File: config.mk
export PLATFORM = sky130hd
export DESIGN_NAME = canfd_prot_status
export DESIGN_NICKNAME = d
export VERILOG_FILES = /design/src/rtl/canfd_ps_pkg.sv /design/src/rtl/canfd_ps_errmap.sv /design/src/rtl/canfd_ps_warn.sv /design/src/rtl/canfd_prot_status.sv
export SDC_FILE = /design/constraint.sdc
export NUM_CORES = 1
export LEC_CHECK = 0
export BUFFER_PORTS_ARGS = -buffer_cell sky130_fd_sc_hd__buf_2
export CORE_ASPECT_RATIO = 1.25
export CORE_MARGIN = 2
export CORE_UTILIZATION = 31
export DETAILED_ROUTE_END_ITERATION = 10
export PLACE_DENSITY = 0.71
export SLEW_MARGIN = 0
export SYNTH_ARGS = -nofsm -noshare
export SYNTH_HDL_FRONTEND = slang
export SYNTH_HIERARCHICAL = 1
export SYNTH_SLANG_ARGS = --single-unit
File: constraint.sdc
create_clock -name clk -period 1.1 [get_ports clk]
set_input_delay 0.11 -clock clk [delete_from_list [all_inputs] [get_ports clk]]
set_output_delay 0.11 -clock clk [all_outputs]
set_load 0.01 [all_outputs]
File: src/rtl/canfd_ps_pkg.sv
package canfd_ps_pkg;

    localparam int SSP_W = 7;

    typedef enum logic [2:0] {
        EC_NONE  = 3'd0,
        EC_STUFF = 3'd1,
        EC_FORM  = 3'd2,
        EC_ACK   = 3'd3,
        EC_BIT1  = 3'd4,
        EC_BIT0  = 3'd5,
        EC_CRC   = 3'd6,
        EC_NOCHG = 3'd7
    } err_code_e;

    typedef struct packed {
        logic [SSP_W-1:0] ssp;
        logic             pexc;
        logic             fd_seen;
        logic             fd_brs;
        logic             fd_esi;
        err_code_e        dp_err;
        logic             boff;
        logic             warn;
        logic             epass;
        logic [1:0]       act;
        err_code_e        last_err;
    } ps_state_t;

    localparam ps_state_t PS_RESET = '{
        ssp:      '0,
        pexc:     1'b0,
        fd_seen:  1'b0,
        fd_brs:   1'b0,
        fd_esi:   1'b0,
        dp_err:   EC_NOCHG,
        boff:     1'b0,
        warn:     1'b0,
        epass:    1'b0,
        act:      2'd0,
        last_err: EC_NOCHG
    };

endpackage

File: src/rtl/canfd_ps_errmap.sv
module canfd_ps_errmap
    import canfd_ps_pkg::*;
(
    input  logic      vld_i,
    input  logic [2:0] code_i,
    input  logic      fix_stuff_i,
    output logic      hit_o,
    output err_code_e code_o
);
    always_comb begin
        hit_o  = vld_i && (code_i != 3'd0) && (code_i != 3'd7);
        code_o = err_code_e'(code_i);
        if (code_i == EC_STUFF && fix_stuff_i) begin
            code_o = EC_FORM;
        end
    end
endmodule

File: src/rtl/canfd_ps_warn.sv
module canfd_ps_warn #(
    parameter int CNT_W = 8,
    parameter int LIMIT = 96
) (
    input  logic [CNT_W-1:0] tec_i,
    input  logic [CNT_W-1:0] rec_i,
    output logic             warn_o
);
    localparam logic [CNT_W-1:0] LIM_V = CNT_W'(LIMIT);

    always_comb begin
        warn_o = (tec_i >= LIM_V) || (rec_i >= LIM_V);
    end
endmodule

File: src/rtl/canfd_prot_status.sv
module canfd_prot_status
    import canfd_ps_pkg::*;
#(
    parameter int CNT_W      = 8,
    parameter int WARN_LIMIT = 96
) (
    input  logic             clk,
    input  logic             rst_n,
    input  logic             rd_stb,
    input  logic             err_vld,
    input  logic [2:0]       err_code,
    input  logic             err_fix_stuff,
    input  logic             frame_ok,
    input  logic             data_phase,
    input  logic             fd_rx,
    input  logic             fd_rx_brs,
    input  logic             fd_rx_esi,
    input  logic             proto_exc,
    input  logic [1:0]       activity,
    input  logic             err_passive,
    input  logic             bus_off,
    input  logic [CNT_W-1:0] tx_err_cnt,
    input  logic [CNT_W-1:0] rx_err_cnt,
    input  logic [SSP_W-1:0] ssp_pos,
    output logic [31:0]      status_o
);
    localparam int PAD_W = 32 - SSP_W - 16;

    ps_state_t st_d, st_q;
    logic      err_hit;
    err_code_e err_norm;
    logic      warn_now;

    canfd_ps_errmap u_errmap (
        .vld_i      (err_vld),
        .code_i     (err_code),
        .fix_stuff_i(err_fix_stuff),
        .hit_o      (err_hit),
        .code_o     (err_norm)
    );

    canfd_ps_warn #(.CNT_W(CNT_W), .LIMIT(WARN_LIMIT)) u_warn (
        .tec_i (tx_err_cnt),
        .rec_i (rx_err_cnt),
        .warn_o(warn_now)
    );

    always_comb begin
        logic      evt;
        err_code_e evt_code;
        st_d     = st_q;
        evt      = err_hit || frame_ok;
        evt_code = err_hit ? err_norm : EC_NONE;

        // error / completion routing
        if (evt && !data_phase) begin
            st_d.last_err = evt_code;
        end else if (rd_stb) begin
            st_d.last_err = EC_NOCHG;
        end
        if (evt && data_phase) begin
            st_d.dp_err = evt_code;
        end

        // flags cleared on read, events take priority
        if (proto_exc) begin
            st_d.pexc = 1'b1;
        end else if (rd_stb) begin
            st_d.pexc = 1'b0;
        end
        if (fd_rx) begin
            st_d.fd_seen = 1'b1;
            st_d.fd_brs  = fd_rx_brs;
            st_d.fd_esi  = fd_rx_esi;
        end else if (rd_stb) begin
            st_d.fd_seen = 1'b0;
            st_d.fd_brs  = 1'b0;
            st_d.fd_esi  = 1'b0;
        end

        // mirrored levels
        st_d.ssp   = ssp_pos;
        st_d.boff  = bus_off;
        st_d.epass = err_passive;
        st_d.act   = activity;
        st_d.warn  = warn_now;
    end

    always_ff @(posedge clk or negedge rst_n) begin
        if (!rst_n) begin
            st_q <= PS_RESET;
        end else begin
            st_q <= st_d;
        end
    end

    always_comb begin
        status_o = {{PAD_W{1'b0}}, st_q.ssp, 1'b0,
                    st_q.pexc, st_q.fd_seen, st_q.fd_brs, st_q.fd_esi,
                    st_q.dp_err, st_q.boff, st_q.warn, st_q.epass,
                    st_q.act, st_q.last_err};
    end
endmodule

==> flow_metrics.py, run 1 <==
metrics = {
    "outcome": {
        "status": "complete, no violations",
    },
    "power_and_ir_drop": {
        "p_sw_mw": 0.403,
        "ir_worst_vdd_uv": 675,
        "leakage_nw": 0.692,
        "p_per_area_nw_per_um2": 1340,
        "p_sw_share_pct": 21.8,
        "internal-power_mw": 1.44,
        "p_comb_share_pct": 18.2,
        "sequentialPowerShare_pct": 49.5,
        "power_frac_clock_pct": 32.3,
    },
    "logic_synthesis": {
        "yosys_warnings": 6,
        "synth-async-reset-ratio_pct": 100,
        "netlist_area_um2": 831,
        "synth_top_area_cell": "dfrtp_1",
        "yosysSeqAreaShare_pct": 67.2,
        "synthAdderAreaFrac_pct": 0,
        "synth_mux_area_share_pct": 0,
        "postSynthAreaPerCell_um2": 13.4,
        "syn_inst": 62,
        "yosys.area_share.simple_pct": 5.87,
        "synth_compound_area_share_pct": 15.7,
        "yosysUniqueCellTypes": 21,
        "synth_edf_count": 0,
        "synthTopCellsByArea": "dfrtp_1 48%, dfstp_2 19%, buf_4 9.0%, a32o_1 3.6%, o2bb2ai_1 3.2%",
        "synth-seq-cells": 22,
        "synth_xor_area_share_pct": 0,
        "yosys.area.top_type_share_pct": 48.2,
        "synth_top_family_by_area": "compound AO/OA/AOI/OAI gates",
        "synthFlopType": "dfrtp_1",
    },
    "worst_setup_path": {
        "worst_path_max_delay_cell": "dfstp_2",
        "critPathBufInv": 1,
        "critPathMaxStageDelay_ns": 0.57,
        "worstSetupEndpointType": "primary output",
        "critPathMaxFanout": 2,
        "cp.required_ns": 0.99,
        "path_class": "reg2out",
        "cp_top_family": "flip-flops",
        "worstPathArrival_ns": 0.96,
        "crit_chain": "buf_6",
        "cp-start-kind": "flip-flop",
    },
    "hold_path": {
        "hold_path_class": "in2reg",
    },
    "layout": {
        "syn_to_final_growth_pct": 66.3,
        "largest_reg_flops": 22,
        "diodes": 0,
        "final_layout_size_suffix_gt1_share_pct": 50.4,
        "fin_cells": 171,
        "design_area_um2": 1380,
        "seqCellArea_um2": 558,
        "multi_input_area_um2": 216,
        "nets": 179,
        "nFillCells": 249,
    },
    "routing": {
        "wl_per_cell_um": 10.5,
        "dr.pass1.iters": 4,
        "ant_nets": 0,
        "routed_via_density": 4.25,
        "drtIter0Drc": 3,
        "drc": 0,
        "num_vias": 726,
        "wl_mm": 1.79,
    },
    "placed_design": {
        "place_area_um2": 1110,
        "portBuffers": 52,
        "gp_congestion": 0.639,
        "dp_hpwl_mm": 1.29,
        "placed_cells": 149,
    },
    "global_routing": {
        "grt_pass1_vias": 703,
        "grt_pass1_wl_mm": 2.74,
        "grt_max_degree": 23,
        "antenna_found_initial": 0,
        "track_usage_pct": 11.6,
        "grt-ovfl-total": 0,
    },
    "sta": {
        "hold_viol": 0,
        "finalMaxSlewViolations": 0,
        "fin_worst_skew_ns": 0,
        "fin_crit_sh_pct": 97.6,
        "fmax_mhz": 932,
        "finalSetupTns_ns": 0,
        "report.final.setup_viol": 0,
        "grt_setup_unrepaired": "true",
        "final.min_clock_period_ns": 1.07,
    },
    "clock_network": {
        "clockBufferDepth": 2,
        "cts_max_level": 1,
        "cts_root_buffer": "clkbuf_4",
        "cts_made_buffers": 3,
        "cts_tree": "done",
        "clk_pin_slew_ns": 0.12,
        "clock_latency_ns": 0.29,
        "cts_sinks": 22,
    },
    "die": {
        "ios": 73,
        "die_w_um": 50.3,
        "die-area_um2": 3110,
        "rows": 21,
        "start_util_pct": 31.6,
        "coreArea_um2": 2630,
        "fp.dieH_um": 61.9,
    },
    "job": {
        "drv_cap": 0,
    },
}
==> cell usage after synthesis (all sizes together) (2+ instances only) <==
cell type and number:
dfrtp 16, buf 10, dfstp 6, nor2 4, a32o 3, inv 3, o2bb2ai 3, a21o 2
a22o 2, nand2 2
==> routing by layer <==
metal  wire length [um]  GRT usage [%]
met1                666           13.1
met2                939           21.2
met3                186           3.11
met4                  0           4.63
met5                  0              0
==> repair_timing <==
item,in CTS,in global routing
gates resized for setup,1,5
endpoints found under the setup margin,1,6
hold endpoints to repair,29,0
buffers inserted,0,0
hold buffers,18,0
pin swaps,0,0
cloned,0,0
==> logic make-up after synthesis <==
logic type,Yosys count
other,1
AOI/OAI and AO/OA,15
and+or+nand+nor,10
buffers and inverters,14
DFF,22
==> tightest hold or removal path: cells and delay by family <==
| kind | cells | cell delay (ns) |
|---|---|---|
| buf+inv | 1 | 0.08 |
| simple gates | 1 | 0.05 |
| compound gates | 1 | 0.05 |
==> through the flow <==
stage / setup slack (ns) / utilization [%] / total power, mW / hold WS (ns)
after floorplan: 0.00831 / - / 1.06 / -0.186
after global placement: -0.128 / 42.3 / 1.17 / 0.0810
after detailed placement: -0.190 / 42.3 / 1.18 / 0.0940
after CTS: 0.00436 / 51.4 / 1.85 / 0.00238
after global routing: -0.0158 / 52.6 / 1.96 / 0.0185
final: 0.0265 / 52.6 / 1.85 / 0.0152
==> cells in the final DEF (no fill, tap or decap), drive strengths merged <==
master	instances
a211oi	1
a21o	2
a22o	2
a31o	1
a32o	3
and2b	1
and3	1
buf	55
bufinv	1
clkbuf	3
conb	10
dfrtp	16
dfstp	6
dlygate4sd3	18
inv	3
nand2	2
nand3	1
nor2	4
o21ai	1
o21ba	1
o2bb2ai	3
o31a	1
or3	1
==> power groups by stage <==
stage | Clock, mW | Sequential (mW) | Combinational [mW]
detailed placement | 0 | 0.923 | 0.260
CTS | 0.622 | 0.910 | 0.315
global placement | 0 | 0.921 | 0.253
floorplan | 0 | 0.955 | 0.102
finish | 0.596 | 0.915 | 0.336
global route | 0.666 | 0.921 | 0.374
==> final cells by class <==
class / instances / share of cell area [%]
Tap cell: 34 / 3.08
Inverter: 3 / 0.815
Clock inverter: 1 / 2.17
Sequential cell: 22 / 40.4
Clock buffer: 3 / 1.63
Timing Repair Buffer: 73 / 36.2
Multi-Input combinational cell: 35 / 15.7
==> path summary, 6_finish.rpt <==
kind | startpoint | endpoint | slack, ns | depth (start not counted)
worst max-delay path | status_o[9] | status_o[9] | 0.03 | 1
worst min-delay path | rx_err_cnt[5] | status_o[6] | 0.02 | 3
worst max register to register | status_o[1] | status_o[1] | 0.29 | 2
worst min register to register | status_o[14] | status_o[14] | 0.49 | 1
max in group asynchronous | rst_n | status_o[10] | 0.48 | 2
min in group asynchronous | rst_n | status_o[13] | 0.28 | 2
No activity file was read; power rests on OpenSTA's default activity.
==> inputs of run 2 (changes only) <==
--- a/config.mk
+++ b/config.mk
@@ -9,6 +9,7 @@
 export CORE_ASPECT_RATIO = 1.25
 export CORE_MARGIN = 2
 export CORE_UTILIZATION = 31
+export CTS_BUF_LIST = sky130_fd_sc_hd__clkbuf_16
 export DETAILED_ROUTE_END_ITERATION = 10
 export PLACE_DENSITY = 0.71
 export SLEW_MARGIN = 0
==> run 2 against run 1 <==
Net effect: power grew 19%; first-iteration DRC count grew to 3.7 times the previous value; non-clock buffer count shrank 6; flip-flop and latch count is the same; highest routed layer is now met4; register-to-register slack gained 0.03 ns; utilization shrank 1.7 points.
==> flow_metrics.py, run 2 (synthesis results as in run 1) <==
metrics = {
    "routing": {
        "wl_per_cell_um": 10.1,
        "drtIter0Drc": 11,
        "wl_mm": 1.67,
        "num_vias": 707,
        "dr.pass1.iters": 4,
        "drc": 0,
        "ant_nets": 0,
        "routed_via_density": 4.28,
    },
    "outcome": {
        "status": "complete, no violations",
    },
    "clock_network": {
        "cts_setup_buffers": 0,
        "cts_made_buffers": 3,
        "clk_pin_slew_ns": 0.06,
        "cts_tree": "done",
        "cts_max_level": 1,
        "cts_root_buffer": "clkbuf_16",
        "clockBufferDepth": 2,
        "clock_latency_ns": 0.25,
        "cts_sinks": 22,
    },
    "die": {
        "fp.dieH_um": 61.9,
        "die-area_um2": 3110,
        "coreArea_um2": 2630,
        "start_util_pct": 31.6,
        "die_w_um": 50.3,
        "ios": 73,
        "rows": 21,
    },
    "power_and_ir_drop": {
        "leakage_nw": 0.680,
        "ir_worst_vdd_uv": 824,
        "power.total_mw": 2.20,
        "p_per_area_nw_per_um2": 1640,
    },
    "hold_path": {
        "hold_path_class": "in2reg",
    },
    "global_routing": {
        "antenna_found_initial": 0,
        "grt-ovfl-total": 0,
        "grt_pass1_vias": 634,
        "grt_max_degree": 23,
        "grt_pass1_wl_mm": 2.56,
        "track_usage_pct": 11.3,
    },
    "worst_setup_path": {
        "path_class": "reg2out",
        "cp.required_ns": 0.99,
        "worstSetupEndpointType": "primary output",
        "cp-start-kind": "flip-flop",
        "worst_path_max_delay_cell": "dfstp_2",
        "crit_chain": "buf_2",
        "cp_top_family": "flip-flops",
        "critPathMaxFanout": 2,
        "worstPathArrival_ns": 0.92,
        "critPathBufInv": 1,
        "critPathMaxStageDelay_ns": 0.54,
    },
    "job": {
        "drv_cap": 0,
    },
    "layout": {
        "diodes": 0,
        "nets": 173,
        "final_common_cell": "buf_2",
        "final_cell_mix": "52 x buf_2, 16 x dfrtp_1, 12 x dlygate4sd3_1",
        "final_layout_size_suffix_gt1_share_pct": 53.4,
        "syn_to_final_growth_pct": 61.0,
        "largest_reg_flops": 22,
    },
    "sta": {
        "fmax_mhz": 972,
        "finalMaxSlewViolations": 0,
        "grt_setup_unrepaired": "true",
        "final.min_clock_period_ns": 1.03,
        "fin_crit_sh_pct": 93.5,
        "hold_viol": 0,
        "fin_worst_skew_ns": 0,
        "report.final.setup_viol": 0,
        "finalSetupTns_ns": 0,
    },
    "placed_design": {
        "portBuffers": 52,
        "dp_hpwl_mm": 1.29,
        "gp_congestion": 0.639,
    },
}
-- run 2: final timing paths --
path / start / to / slack (ns) / cells past startpoint
worst max-delay path: status_o[9] / status_o[9] / 0.07 / 1
worst min-delay path: proto_exc / status_o[14] / 0.04 / 2
worst max register to register: status_o[2] / status_o[2] / 0.32 / 2
worst min register to register: status_o[14] / status_o[14] / 0.47 / 1
max in group asynchronous: rst_n / status_o[10] / 0.42 / 2
min in group asynchronous: rst_n / status_o[14] / 0.34 / 2
-- run 2: layout make-up --
type | instances | area (um2)
repair buffers | 67 | 403
fillers | 253 | 1290
clock buffers | 3 | 75.1
well taps | 34 | 42.5
inverters | 3 | 11.3
multi-input cells | 35 | 218
flip-flops and latches | 22 | 558
clock inverters | 1 | 30.0
-- run 2: stage by stage --
stage / setup slack (ns) / instance area (um2) / std cells / util (%) / hold slack, ns
CTS: 0.0691 / 1340 / 165 / 50.9 / 0.0344
global placement: -0.128 / 1110 / 149 / 42.3 / 0.0810
detailed placement: -0.190 / 1110 / 149 / 42.3 / 0.0940
global route: -0.000252 / 1340 / 165 / 50.9 / 0.0462
floorplan: 0.00831 / 865 / 71 / - / -0.186
finish: 0.0717 / 1340 / 165 / 50.9 / 0.0365
-- run 2: where the power goes --
group          internal [mW]  total [mW]  switching [mW]
clock                  0.722       0.997           0.275
sequential             0.886       0.909          0.0229
combinational          0.149       0.290           0.141
total                   1.76        2.20           0.440
-- run 2: what timing repair did --
item | in CTS | in global routing
setup endpoints to repair | 0 | 3
hold endpoints to repair | 27 | 0
resized for setup | 0 | 1
hold buffers | 12 | 0
-- run 2: layer usage --
layer | up-vias | track usage, % | part of all wire [%]
met4 | 0 | 6.95 | 2.0
li1 | 335 | - | -
met3 | 3 | 3.83 | 12
met2 | 42 | 18.6 | 47
met1 | 327 | 12.8 | 39
met5 | - | 0 | 0
==> inputs of run 3 (changes only) <==
==> constraint.sdc (replaced) <==
create_clock -name clk -period 1.1 [get_ports clk]
set_input_delay 0.055 -clock clk [delete_from_list [all_inputs] [get_ports clk]]
set_output_delay 0.055 -clock clk [all_outputs]
set_load 0.01 [all_outputs]
==> run 3 against run 2 <==
Net effect: sequential power hardly changed; count of clock-buffer cells in the layout is the same; combinational power rose by 4%.
==> flow_metrics.py, run 3 (synthesis results as in run 1) <==
metrics = {
    "die": {
        "ios": 73,
        "rows": 21,
        "die-area_um2": 3110,
        "start_util_pct": 31.6,
        "fp.dieH_um": 61.9,
        "die_w_um": 50.3,
        "coreArea_um2": 2630,
    },
    "sta": {
        "report.final.setup_viol": 0,
        "fin_crit_sh_pct": 87.1,
        "finalMaxSlewViolations": 0,
        "fin_worst_skew_ns": 0,
        "fmax_mhz": 1040,
        "final.min_clock_period_ns": 0.958,
        "finalSetupTns_ns": 0,
        "grt_setup_unrepaired": "false",
        "hold_viol": 0,
    },
    "hold_path": {
        "hp-start": "rx_err_cnt[7]",
        "hold_depth": 3,
        "hold_path_end": "status_o[6]",
        "hold_path_class": "in2reg",
    },
    "worst_setup_path": {
        "critPathMaxStageDelay_ns": 0.53,
        "r2r_end": "status_o[0]",
        "r2r-start": "status_o[0]",
        "worstSetupEndpointType": "primary output",
        "critPathMaxFanout": 2,
        "rrSetupSlack_ns": 0.32,
        "crit_chain": "buf_2",
        "worst_path_max_delay_cell": "dfstp_2",
        "worstPathArrival_ns": 0.90,
        "r2r_cells": 2,
        "cp.required_ns": 1.04,
        "critPathBufInv": 1,
        "path_class": "reg2out",
        "cp_top_family": "flip-flops",
        "cp-start-kind": "flip-flop",
    },
    "global_routing": {
        "grt_pass1_vias": 695,
        "antenna_found_initial": 0,
        "grt-ovfl-total": 0,
        "grt_max_degree": 23,
        "track_usage_pct": 11.8,
        "grt_pass1_wl_mm": 2.77,
    },
    "layout": {
        "final_common_cell": "buf_2",
        "nFillCells": 244,
        "largest_reg_flops": 22,
        "final_cell_mix": "52 x buf_2, 16 x dfrtp_1, 15 x dlygate4sd3_1",
        "fin_cells": 169,
        "diodes": 0,
        "fin_util_pct": 52.3,
        "final_layout_size_suffix_gt1_share_pct": 51.9,
        "syn_to_final_growth_pct": 65.4,
        "nets": 177,
    },
    "power_and_ir_drop": {
        "p_comb_share_pct": 13.8,
        "p_per_area_nw_per_um2": 1590,
        "sequentialPowerShare_pct": 41.5,
        "internal-power_mw": 1.77,
        "leakage_nw": 0.697,
        "ir_worst_vdd_uv": 981,
        "p_sw_share_pct": 19.4,
        "power_frac_clock_pct": 44.7,
        "p_sw_mw": 0.425,
    },
    "routing": {
        "dr.pass1.iters": 3,
        "routed-wl-met3_um": 136,
        "routed_via_density": 4.22,
        "dr_wl_met2_um": 953,
        "met1_length_um": 688,
        "ant_nets": 0,
        "top_layer": "met3",
        "wl_mm": 1.78,
        "drtIter0Drc": 9,
        "drc": 0,
        "num_vias": 713,
        "wl_per_cell_um": 10.5,
    },
    "clock_network": {
        "clock_latency_ns": 0.24,
        "cts_root_buffer": "clkbuf_16",
        "clockBufferDepth": 2,
        "clk_pin_slew_ns": 0.06,
        "cts_made_buffers": 3,
        "cts_max_level": 1,
        "cts_tree": "done",
        "cts_sinks": 22,
    },
    "outcome": {
        "status": "complete, no violations",
    },
    "placed_design": {
        "placed_cells": 150,
        "gp_congestion": 0.671,
        "portBuffers": 52,
        "dp_hpwl_mm": 1.32,
    },
    "job": {
        "drv_cap": 0,
    },
}
run 3: cell count changes in the layout (fill, tap and decap cells not counted), sizes merged:
cell,before,now
buf,55,56
dlygate4sd3,12,15
run 3: area by class of cell:
type	instances	area, um2	area share, %
inverters	3	11.3	0.820
multi-input cells	35	216	15.8
clock buffers	3	75.1	5.46
repair buffers	71	440	32.1
clock inverters	1	30.0	2.19
well taps	34	42.5	3.10
flip-flops and latches	22	558	40.6
run 3: layer usage:
metal | vias up | track usage (%)
li1 | 340 | -
met4 | 0 | 3.47
met5 | - | 0
met2 | 36 | 22.0
met3 | 0 | 2.63
met1 | 337 | 13.7
run 3: what timing repair did:
action	4_1_cts	5_1_grt
hold endpoints to repair	29	0
endpoints found under the setup margin	0	3
hold buffers	15	0
setup buffers	0	0
gates resized for setup	0	1
run 3: how the worst max path moves through the flow:
stage                      from           end  slack (ns)  cells after the start
floorplan           err_code[1]  status_o[10]        0.01                      4
global placement    err_code[1]  status_o[10]       -0.11                      5
detailed placement  err_code[1]  status_o[10]       -0.19                      5
CTS                 err_code[1]  status_o[10]        0.05                      5
global route        err_code[1]   status_o[9]        0.09                      5
finish              status_o[8]   status_o[8]        0.14                      1
run 3: worst register-to-register path: stages, from the launching register on:
cell	delay, ns
dfstp_2	0.52
nor2_1	0.04
o2bb2ai_1	0.14
run 3: per-stage QoR:
| stage | power, mW | instance area, um2 | hold WS, ns | setup WS, ns |
|---|---|---|---|---|
| floorplan | 1.06 | 865 | -0.241 | 0.0120 |
| global placement | 1.18 | 1120 | 0.0236 | -0.109 |
| detailed placement | 1.19 | 1120 | 0.0323 | -0.194 |
| CTS | 2.22 | 1370 | 0.00452 | 0.0530 |
| global route | 2.30 | 1370 | 0.0219 | 0.0870 |
| finish | 2.19 | 1370 | 0.00265 | 0.142 |
run 3: power groups by stage:
stage	registers [mW]	logic, mW	clock network, mW
final	0.910	0.303	0.978
after global routing	0.916	0.339	1.04
after CTS	0.911	0.305	1.01
after detailed placement	0.924	0.265	0
after global placement	0.922	0.255	0
after floorplan	0.955	0.101	0
